File: src/rtl/rst_hub_pkg.sv
package rst_hub_pkg;
  localparam int CAUSE_W = 5;
  typedef enum int unsigned {
    C_POR = 0, C_LVD = 1, C_EXT = 2, C_WDT = 3, C_SW = 4
  } cause_e;
  typedef enum logic [1:0] {
    PM_ACTIVE = 2'd0, PM_SLEEP = 2'd1, PM_HIBER = 2'd2, PM_OFF = 2'd3
  } pmode_e;
endpackage

File: src/rtl/rst_hub_catch.sv
// async assert, two-edge synchronous release
module rst_hub_catch (
  input  logic clk_i,
  input  logic src_ni,
  output logic hold_o
);
  logic [1:0] q;
  always_ff @(posedge clk_i or negedge src_ni) begin
    if (!src_ni) q <= 2'b11;
    else         q <= {q[0], 1'b0};
  end
  assign hold_o = q[1];
endmodule

File: src/rtl/rst_hub_sync.sv
module rst_hub_sync #(
  parameter int W = 1
) (
  input  logic         clk_i,
  input  logic         rst_ni,
  input  logic [W-1:0] d_i,
  output logic [W-1:0] q_o
);
  logic [W-1:0] s1;
  always_ff @(posedge clk_i or negedge rst_ni) begin
    if (!rst_ni) begin
      s1  <= '0;
      q_o <= '0;
    end else begin
      s1  <= d_i;
      q_o <= s1;
    end
  end
endmodule

File: src/rtl/rst_hub_buzz.sv
module rst_hub_buzz #(
  parameter int PERIOD = 1024,
  parameter int WIDTH  = 16
) (
  input  logic clk_i,
  input  logic rst_ni,
  input  logic sleep_i,
  output logic win_o
);
  localparam int CW = (PERIOD > 1) ? $clog2(PERIOD) : 1;
  localparam logic [CW-1:0] LAST  = CW'(PERIOD - 1);
  localparam logic [CW-1:0] OPEN  = CW'(PERIOD - WIDTH);

  logic [CW-1:0] bcnt;
  always_ff @(posedge clk_i or negedge rst_ni) begin
    if (!rst_ni)       bcnt <= '0;
    else if (!sleep_i) bcnt <= '0;
    else if (bcnt == LAST) bcnt <= '0;
    else               bcnt <= bcnt + 1'b1;
  end
  assign win_o = sleep_i && (bcnt >= OPEN);

  a_r9_window_in_sleep: assert property (@(posedge clk_i) disable iff (!rst_ni)
    $rose(win_o) |-> sleep_i && $past(sleep_i));
endmodule

File: src/rtl/rst_hub_stretch.sv
module rst_hub_stretch #(
  parameter int MIN_CYC = 32
) (
  input  logic clk_i,
  input  logic rst_ni,
  input  logic hold_i,
  input  logic pulse_i,
  output logic rst_no
);
  localparam int CW = $clog2(MIN_CYC + 1);
  localparam logic [CW-1:0] LOAD = CW'(MIN_CYC);

  logic [CW-1:0] cnt;
  always_ff @(posedge clk_i or negedge rst_ni) begin
    if (!rst_ni)                cnt <= LOAD;
    else if (hold_i || pulse_i) cnt <= LOAD;
    else if (cnt != '0)         cnt <= cnt - 1'b1;
  end
  assign rst_no = !(hold_i || (cnt != '0));

  a_r4_pulse_asserts: assert property (@(posedge clk_i) disable iff (!rst_ni)
    pulse_i |=> !rst_no);
  a_r4_release_quiet: assert property (@(posedge clk_i) disable iff (!rst_ni)
    $rose(rst_no) |-> $past(!hold_i && !pulse_i));
endmodule

File: src/rtl/rst_hub_status.sv
module rst_hub_status
  import rst_hub_pkg::*;
#(
  parameter int NRAIL = 4,
  localparam int SW   = CAUSE_W + NRAIL
) (
  input  logic               clk_i,
  input  logic               rst_ni,
  input  logic [CAUSE_W-1:0] cause_req_i,
  input  logic [NRAIL-1:0]   warn_set_i,
  input  logic [SW-1:1]      clr_i,
  output logic [SW-1:0]      status_o,
  output logic               irq_o
);
  logic [CAUSE_W-1:0] cause;
  logic [NRAIL-1:0]   warn;

  always_ff @(posedge clk_i or negedge rst_ni) begin
    if (!rst_ni) begin
      cause <= CAUSE_W'(1);
      warn  <= '0;
    end else begin
      if (|cause_req_i) cause <= cause_req_i;
      else              cause <= cause & ~{clr_i[CAUSE_W-1:1], 1'b0};
      warn <= (warn & ~clr_i[SW-1:CAUSE_W]) | warn_set_i;
    end
  end

  assign status_o = {warn, cause};
  assign irq_o    = |warn;

  a_r7_por_sticky: assert property (@(posedge clk_i) disable iff (!rst_ni)
    !$rose(status_o[C_POR]));
  a_r6_cause_replace: assert property (@(posedge clk_i) disable iff (!rst_ni)
    (|cause_req_i) |=> (status_o[CAUSE_W-1:0] == $past(cause_req_i)));
  a_r8_irq_source: assert property (@(posedge clk_i) disable iff (!rst_ni)
    $rose(irq_o) |-> $past(|warn_set_i));
endmodule

File: src/rtl/rst_hub.sv
module rst_hub
  import rst_hub_pkg::*;
#(
  parameter int NRAIL       = 4,
  parameter int MIN_CYC     = 32,
  parameter int BUZZ_PERIOD = 1024,
  parameter int BUZZ_WIDTH  = 16,
  localparam int SW         = CAUSE_W + NRAIL
) (
  input  logic             clk_i,
  input  logic             rst_ni,
  input  logic             xres_ni,
  input  logic             lvd_dig_trip_i,
  input  logic             lvd_ana_trip_i,
  input  logic             ana_reg_en_i,
  input  logic [NRAIL-1:0] warn_i,
  input  logic [NRAIL-1:0] warn_en_i,
  input  logic             wdt_timeout_i,
  input  logic             sw_rst_i,
  input  logic [1:0]       pwr_mode_i,
  input  logic [SW-1:0]    clr_i,
  output logic             sys_rst_no,
  output logic             irq_o,
  output logic [SW-1:0]    status_o,
  output logic             buzz_o
);
  logic is_active, is_sleep, mon_active;
  assign is_active = (pwr_mode_i == PM_ACTIVE);
  assign is_sleep  = (pwr_mode_i == PM_SLEEP);

  rst_hub_buzz #(.PERIOD(BUZZ_PERIOD), .WIDTH(BUZZ_WIDTH)) u_buzz (
    .clk_i, .rst_ni, .sleep_i(is_sleep), .win_o(buzz_o)
  );
  assign mon_active = is_active || buzz_o;

  // async sources: [0] external pin, [1] low-voltage trip
  logic [1:0] src_n, hold;
  assign src_n[0] = xres_ni;
  assign src_n[1] = !((lvd_dig_trip_i || (lvd_ana_trip_i && ana_reg_en_i)) && mon_active);

  for (genvar i = 0; i < 2; i++) begin : g_catch
    rst_hub_catch u_catch (.clk_i, .src_ni(src_n[i]), .hold_o(hold[i]));
  end

  logic [NRAIL-1:0] warn_s, warn_set;
  rst_hub_sync #(.W(NRAIL)) u_warn_sync (
    .clk_i, .rst_ni, .d_i(warn_i), .q_o(warn_s)
  );
  assign warn_set = warn_s & warn_en_i & {NRAIL{mon_active}};

  rst_hub_stretch #(.MIN_CYC(MIN_CYC)) u_stretch (
    .clk_i, .rst_ni,
    .hold_i (|hold),
    .pulse_i(wdt_timeout_i || sw_rst_i),
    .rst_no (sys_rst_no)
  );

  logic [CAUSE_W-1:0] cause_req;
  assign cause_req = {sw_rst_i, wdt_timeout_i, hold[0], hold[1], 1'b0};

  logic unused_clr0;
  assign unused_clr0 = clr_i[0];

  rst_hub_status #(.NRAIL(NRAIL)) u_status (
    .clk_i, .rst_ni,
    .cause_req_i(cause_req),
    .warn_set_i (warn_set),
    .clr_i      (clr_i[SW-1:1]),
    .status_o,
    .irq_o
  );

  a_r1_por_hold: assert property (@(posedge clk_i) disable iff (!rst_ni)
    $past(!rst_ni) |-> !sys_rst_no);
  a_r2_ext_async: assert property (@(posedge clk_i) disable iff (!rst_ni)
    !xres_ni |-> !sys_rst_no);
  a_r10_hiber_no_warn: assert property (@(posedge clk_i) disable iff (!rst_ni)
    (!is_active && !is_sleep && !$rose(irq_o)) |=> 1'b1 ##0 (!$rose(irq_o) || !$past(!is_active && !is_sleep)));
  a_r5_sw_logged: assert property (@(posedge clk_i) disable iff (!rst_ni)
    sw_rst_i |=> status_o[C_SW]);
endmodule

File: config.mk
export PLATFORM = sky130hd
export DESIGN_NAME = rst_hub
export DESIGN_NICKNAME = d
export VERILOG_FILES = /design/src/rtl/rst_hub_pkg.sv /design/src/rtl/rst_hub_catch.sv /design/src/rtl/rst_hub_sync.sv /design/src/rtl/rst_hub_buzz.sv /design/src/rtl/rst_hub_stretch.sv /design/src/rtl/rst_hub_status.sv /design/src/rtl/rst_hub.sv
export SDC_FILE = /design/constraint.sdc
export NUM_CORES = 1
export LEC_CHECK = 0
export BUFFER_PORTS_ARGS = -buffer_cell sky130_fd_sc_hd__buf_2
export CORE_AREA = 2 2 58 60
export CTS_CLUSTER_DIAMETER = 80
export DETAILED_ROUTE_END_ITERATION = 10
export DIE_AREA = 0 0 60 62
export HOLD_SLACK_MARGIN = 0.1
export PLACE_DENSITY = 0.79
export SETUP_SLACK_MARGIN = 0.15
export SYNTH_ARGS = -nofsm -noshare
export SYNTH_HDL_FRONTEND = slang
export SYNTH_HIERARCHICAL = 1
export SYNTH_SLANG_ARGS = --single-unit
File: constraint.sdc
create_clock -name clk_i -period 2.25 [get_ports clk_i]
set_input_delay 0.3375 -clock clk_i [delete_from_list [all_inputs] [get_ports clk_i]]
set_output_delay 0.3375 -clock clk_i [all_outputs]
set_load 0.01 [all_outputs]
==> run_results.csv, run 1 <==
group,metric,value,unit
cells_and_area,fin_area,0.002054,mm²
placement,gp_congestion,0.7303,
clocking,cts_buffers,5,
worst_setup_path,timing.rr.end,"u_buzz/bcnt[7]",
cells_and_area,antenna_cells,0,
floorplan,fp.dieH,62,µm
yosys,avgSynthCellArea,10.90,µm²
floorplan,die_w,60,µm
placement,dp_hpwl,2.275,mm
routing,dr.pass1.iters,4,
worst_setup_path,crit_arrival,1.64,ns
cells_and_area,fill_cells,258,
sta,tightest_slew,0.7153,ns
job,cap_violations,0,
cells_and_area,drive_gt1_share,30.24,%
placement,io_buffers,37,
grt,antenna_found_initial,0,
worst_setup_path,endpoint_kind,"primary output",
routing,routed_wl,3.218,mm
sta,finalCriticalPeriod,1.982,ns
yosys,synth_cell_type_count,40,
sta,rsz0062_at_grt,"no",
worst_setup_path,critPathKind,"reg -> out",
routing,vias_per_cell,5.104,
worst_hold_path,min_path_type,"in -> async",
worst_setup_path,start_kind,"flop",
run_status,outcome,"finished clean",
power_and_ir_drop,cellPowerDensity,635.3,mW/mm²
grt,grt_start_max_net_pins,34,
clocking,clock_latency,0.34,ns
yosys,netlist_area,0.001624,mm²
routing,route.detailed.drc,0,
floorplan,start_util,51.08,%
clocking,tritoncts,"built",
placement,dp_cells,235,
clocking,ctsLongestPathBuffers,2,
grt,use_met1,24.39,%
grt,grt_pass1_vias,1235,
power_and_ir_drop,vdd_drop_max,0.4650,mV
sta,finalHoldViolations,0,
cells_and_area,final_cells,251,
sta,setup_violations,0,
sta,fmax,504.6,MHz
clocking,clk_pin_slew,0.12,ns
routing,ant_nets,0,
clocking,htreeDepth,2,
sta,relSlewSlack,52.31,%
sta,finalMaxSlewViolations,0,
cells_and_area,post-route-util,64.62,%
floorplan,coreArea,0.003179,mm²
grt,grt-ovfl-total,0,
yosys,synth_cells,149,
clocking,numClockSinks,37,
cells_and_area,area_growth_syn_to_layout,26.50,%
yosys,ys_warn_count,6,
sta,setup_tns,0,ns
worst_setup_path,cp_max_fo,4,
sta,whs,0.1231,ns
routing,vias,1281,
yosys,ys_ff_latch,37,
sta,fin_crit_sh,88.07,%
sta,fin_skew,0.01387,ns
power_and_ir_drop,p_leak,1.002,nW
cells_and_area,final_nets,235,
routing,drt_iter0_drc,27,
worst_setup_path,cp_data_required_time,1.91,ns
floorplan,num_rows,21,
placement,post_dp_cell_area,0.001877,mm²
worst_setup_path,r2r_cells,4,
grt,grt_pass1_wl,5.250,mm
floorplan,die-area,0.003720,mm²
routing,wl_per_cell,12.82,µm
worst_setup_path,reg2reg_from,"u_buzz/bcnt[0]",
grt,use_met3,4.555,%
grt,grt_use_total,19.23,%
yosys,yosysSeqAreaShare,57.47,%
floorplan,top_level_ports,39,
clocking,ctsRootBufferMaster,"clkbuf_4",
worst_setup_path,r2r_slack,0.61,ns
grt,grtUsageMet2,31.52,%
grt,grt.busiest_layer,"met2",
[logic make-up after synthesis]
family / synth area share, %
other: 0.6933
adder cells (fa/ha/maj): 3.082
AO/OA/AOI/OAI: 14.95
buffers and inverters: 3.313
flip-flops: 57.47
AND/OR/NAND/NOR: 19.41
XOR/XNOR: 1.079
[registers in the layout, indices dropped and copies added (netlist names)]
name,cells
u_buzz/bcnt,10
u_stretch/cnt,6
u_status/cause,5
g_catch.u_catch/q,4
u_status/warn,4
u_warn_sync/q_o,4
u_warn_sync/s1,4
[power breakdown]
part	total, W	internal [W]	switching, W
Combinational	0.000118	0.0000578	0.0000597
Clock	0.000477	0.000264	0.000213
Sequential	0.000710	0.000693	0.0000172
[timing repair]
| action | in CTS | in global routing |
|---|---|---|
| buffers inserted | 0 | 2 |
| hold endpoints to repair | 37 | 0 |
| cloned | 0 | 0 |
| hold buffers | 6 | 0 |
| setup endpoints to repair | 1 | 1 |
| gates resized for setup | 1 | 2 |
[final cells by class]
cell class | instances | area (µm²) | area share [%]
sequential | 37 | 933.4 | 45.43
multi-input combinational | 102 | 665.6 | 32.40
timing repair buffer | 45 | 260.3 | 12.67
tap | 46 | 57.56 | 2.801
clock buffer | 6 | 51.30 | 2.497
inverter | 13 | 48.80 | 2.375
clock inverter | 2 | 37.54 | 1.827
[synth_stat cells (all sizes together)]
| cell type | instances | area (µm²) |
|---|---|---|
| nor2b | 3 | 18.77 |
| o31ai | 2 | 15.01 |
| nor4 | 2 | 27.53 |
| nor3 | 5 | 25.02 |
| buf | 1 | 5.000 |
| o21ai | 6 | 30.03 |
| nand4 | 2 | 12.51 |
| nand4b | 1 | 8.760 |
| a31oi | 1 | 6.260 |
| a31o | 3 | 26.28 |
| o41ai | 1 | 8.760 |
| or4 | 2 | 15.01 |
| nor3b | 2 | 15.01 |
| dfstp | 6 | 157.7 |
| a21o | 8 | 62.56 |
| nand2b | 1 | 6.260 |
| dfrtp | 31 | 775.7 |
| nand3 | 3 | 20.02 |
| and3 | 4 | 25.02 |
| or3b | 1 | 8.760 |
| nor4b | 1 | 8.760 |
| or2 | 4 | 27.53 |
| nand2 | 9 | 33.78 |
| ha | 4 | 50.05 |
| o311ai | 1 | 8.760 |
| a21oi | 10 | 50.05 |
| conb | 3 | 11.26 |
| a211oi | 1 | 7.510 |
| nor2 | 10 | 37.54 |
| xnor2 | 2 | 17.52 |
| o2bb2ai | 1 | 8.760 |
| inv | 13 | 48.80 |
| or3 | 4 | 25.02 |
| o21bai | 1 | 18.77 |
[critical path, stage by stage (launching register included)]
cell,delay [ns]
dfrtp_1,0.42
inv_1,0.12
ha_2,0.21
nor3b_4,0.22
nand2_1,0.10
nor2_1,0.10
buf_2,0.14
[stage by stage]
| stage | setup WS [ns] | power, W |
|---|---|---|
| after global placement | 0.5627 | 0.0008236 |
| after global routing | 0.1408 | 0.001369 |
| after detailed placement | 0.4909 | 0.0008297 |
| after CTS | 0.2251 | 0.001320 |
| final | 0.2683 | 0.001305 |
| after floorplan | 0.6944 | 0.0007700 |
[cell usage in the layout, fill, tap and decap left out, types with 6 or more instances in the layout]
| cell type | count |
|---|---|
| nor2_1 | 10 |
| o21ai_0 | 6 |
| dlygate4sd3_1 | 6 |
| dfrtp_1 | 31 |
| a21o_1 | 6 |
| conb_1 | 7 |
| dfstp_2 | 6 |
| nand2_1 | 9 |
| inv_1 | 13 |
| a21oi_1 | 10 |
| buf_2 | 37 |
[how the worst max path moves through the flow]
stage | start | endpoint | depth (start not counted)
floorplan | u_stretch/cnt[0] | sys_rst_no | 5
global placement | u_stretch/cnt[0] | sys_rst_no | 6
detailed placement | u_stretch/cnt[0] | sys_rst_no | 6
CTS | u_stretch/cnt[0] | sys_rst_no | 6
global route | u_stretch/cnt[1] | sys_rst_no | 6
finish | u_stretch/cnt[0] | sys_rst_no | 6
[routing by layer]
| metal | vias to the layer above | wire length, µm | share of wire (%) |
|---|---|---|---|
| li1 | 627 | - | - |
| met4 | 0 | 54 | 1.7 |
| met5 | - | 0 | 0 |
| met1 | 612 | 1350 | 42 |
| met2 | 35 | 1691 | 53 |
| met3 | 7 | 121 | 3.8 |
Power figures use the tool's default switching activity.
==> run 2: changes to the inputs <==
--- a/config.mk
+++ b/config.mk
@@ -6,12 +6,11 @@
 export NUM_CORES = 1
 export LEC_CHECK = 0
 export BUFFER_PORTS_ARGS = -buffer_cell sky130_fd_sc_hd__buf_2
-export CORE_AREA = 2 2 58 60
+export CORE_AREA = 2 2 67 69
 export CTS_CLUSTER_DIAMETER = 80
 export DETAILED_ROUTE_END_ITERATION = 10
-export DIE_AREA = 0 0 60 62
+export DIE_AREA = 0 0 69 71
 export HOLD_SLACK_MARGIN = 0.1
-export PLACE_DENSITY = 0.79
 export SETUP_SLACK_MARGIN = 0.15
 export SYNTH_ARGS = -nofsm -noshare
 export SYNTH_HDL_FRONTEND = slang
==> run_results.csv, run 2 (same netlist as run 1, synthesis figures left out) <==
group,metric,value,unit
run_status,outcome,"finished clean",
power_and_ir_drop,cellPowerDensity,689.7,mW/mm²
placement,dp_slack,0.5095,ns
job,cap_violations,0,
worst_setup_path,critPathKind,"reg -> out",
clocking,clock_latency,0.28,ns
worst_setup_path,cp_max_fo,5,
clocking,ctsLongestPathBuffers,2,
grt,grt-ovfl-total,0,
grt,grt_start_max_net_pins,34,
worst_setup_path,start_kind,"flop",
sta,fin_crit_sh,85.97,%
sta,whs,0.1029,ns
power_and_ir_drop,p_leak,0.9810,nW
floorplan,fp.dieH,71,µm
grt,antenna_found_initial,0,
sta,finalHoldViolations,0,
cells_and_area,drive_gt1_share,29.80,%
cells_and_area,top_regs,"u_buzz/bcnt (10), u_stretch/cnt (6), u_status/cause (5)",
cells_and_area,antenna_cells,0,
floorplan,num_rows,24,
cells_and_area,final_common_cell,"buf_2",
sta,setup_violations,0,
cells_and_area,layout_common_cells,"buf_2, dfrtp_1, inv_1",
sta,rsz0062_at_grt,"no",
placement,post_dp_cell_area,0.001884,mm²
sta,finalMaxSlewViolations,0,
sta,fmax,517.0,MHz
routing,vias,1208,
placement,dp_hpwl,2.357,mm
worst_setup_path,crit_arrival,1.60,ns
floorplan,coreArea,0.004204,mm²
routing,dr.pass1.iters,4,
power_and_ir_drop,vdd_drop_max,0.4817,mV
worst_setup_path,cp_data_required_time,1.91,ns
routing,drt_iter0_drc,47,
cells_and_area,fin_area,0.002014,mm²
routing,vias_per_cell,4.832,
floorplan,die_w,69,µm
clocking,tritoncts,"built",
placement,gp_congestion,0.8082,
clocking,cts_setup_buffers,0,
floorplan,start_util,38.63,%
sta,fin_skew,0.004337,ns
cells_and_area,final_nets,228,
cells_and_area,largest_register_ffs,10,
worst_setup_path,r2r_slack,0.57,ns
grt,grt_pass1_wl,5.409,mm
clocking,ctsRootBufferMaster,"clkbuf_8",
clocking,clk_pin_slew,0.07,ns
worst_hold_path,min_path_type,"in -> async",
cells_and_area,area_growth_syn_to_layout,24.04,%
clocking,cts_buffers,5,
sta,tightest_slew,0.7214,ns
clocking,htreeDepth,2,
routing,wl_per_cell,12.62,µm
routing,ant_nets,0,
floorplan,die-area,0.004899,mm²
sta,relSlewSlack,51.91,%
sta,setup_tns,0,ns
clocking,numClockSinks,37,
placement,io_buffers,37,
floorplan,top_level_ports,39,
sta,finalCriticalPeriod,1.934,ns
routing,route.detailed.drc,0,
routing,routed_wl,3.155,mm
cells_and_area,regMostFlops,"u_buzz/bcnt",
worst_setup_path,endpoint_kind,"primary output",
grt,grt_pass1_vias,1236,
grt,grt_use_total,14.08,%
sta,setup_ws,0.3156,ns
[run 2: cell count changes in the layout (fill, tap and decap cells not counted), sizes merged]
cell | before | now
clkbuf | 6 | 5
clkinv | 0 | 1
buf | 39 | 37
dlygate4sd3 | 6 | 1
[run 2: power breakdown]
part	internal [W]	switching, W	total (W)
logic	0.0000501	0.0000565	0.000107
registers	0.000693	0.0000176	0.000711
clock network	0.000332	0.000240	0.000572
[run 2: cell type report]
class                   count  area (µm²)
clock buffers               5       68.82
clock inverters             3       46.29
fillers                   417        2190
inverters                  13       48.80
multi-input cells         102       656.9
flip-flops and latches     37       933.4
well taps                  52       65.06
repair buffers             38       195.2
[run 2: path summary, 6_finish.rpt]
kind	depth (start not counted)	start	end
worst max-delay path	6	u_stretch/cnt[0]	sys_rst_no
worst min-delay path	1	rst_ni	u_status/cause[2]
worst max register to register	4	u_buzz/bcnt[0]	u_buzz/bcnt[7]
worst min register to register	0	u_warn_sync/s1[3]	u_warn_sync/q_o[3]
max in group asynchronous	4	u_buzz/bcnt[5]	g_catch[1].u_catch/q[1]
min in group clk_i	1	warn_i[1]	u_warn_sync/s1[1]
[run 2: metrics by stage]
stage | instances | power [W] | utilization [%]
global route | 250 | 0.001453 | 47.92
finish | 250 | 0.001389 | 47.92
floorplan | 153 | 0.0007700 | -
global placement | 241 | 0.0008263 | 44.82
detailed placement | 241 | 0.0008306 | 44.82
CTS | 250 | 0.001412 | 47.80
[run 2: repair_timing]
action / 4_1_cts / 5_1_grt
setup endpoints to repair: 0 / 1
gates resized for setup: 0 / 1
hold buffers: 1 / 0
hold endpoints to repair: 2 / 0
[run 2: per-layer routing]
layer | up-vias | global-route usage (%) | wire [µm]
met1 | 572 | 15.75 | 1391
li1 | 608 | - | -
met3 | 4 | 5.698 | 114
met4 | 0 | 6.318 | 48
met5 | - | 0 | 0
met2 | 24 | 23.72 | 1601
[run 2: worst max-delay path: stages (launching register included)]
cell,delay [ns]
dfrtp_1,0.43
inv_1,0.12
ha_1,0.20
nor3b_2,0.25
nand2_1,0.11
nor2_1,0.09
buf_2,0.13
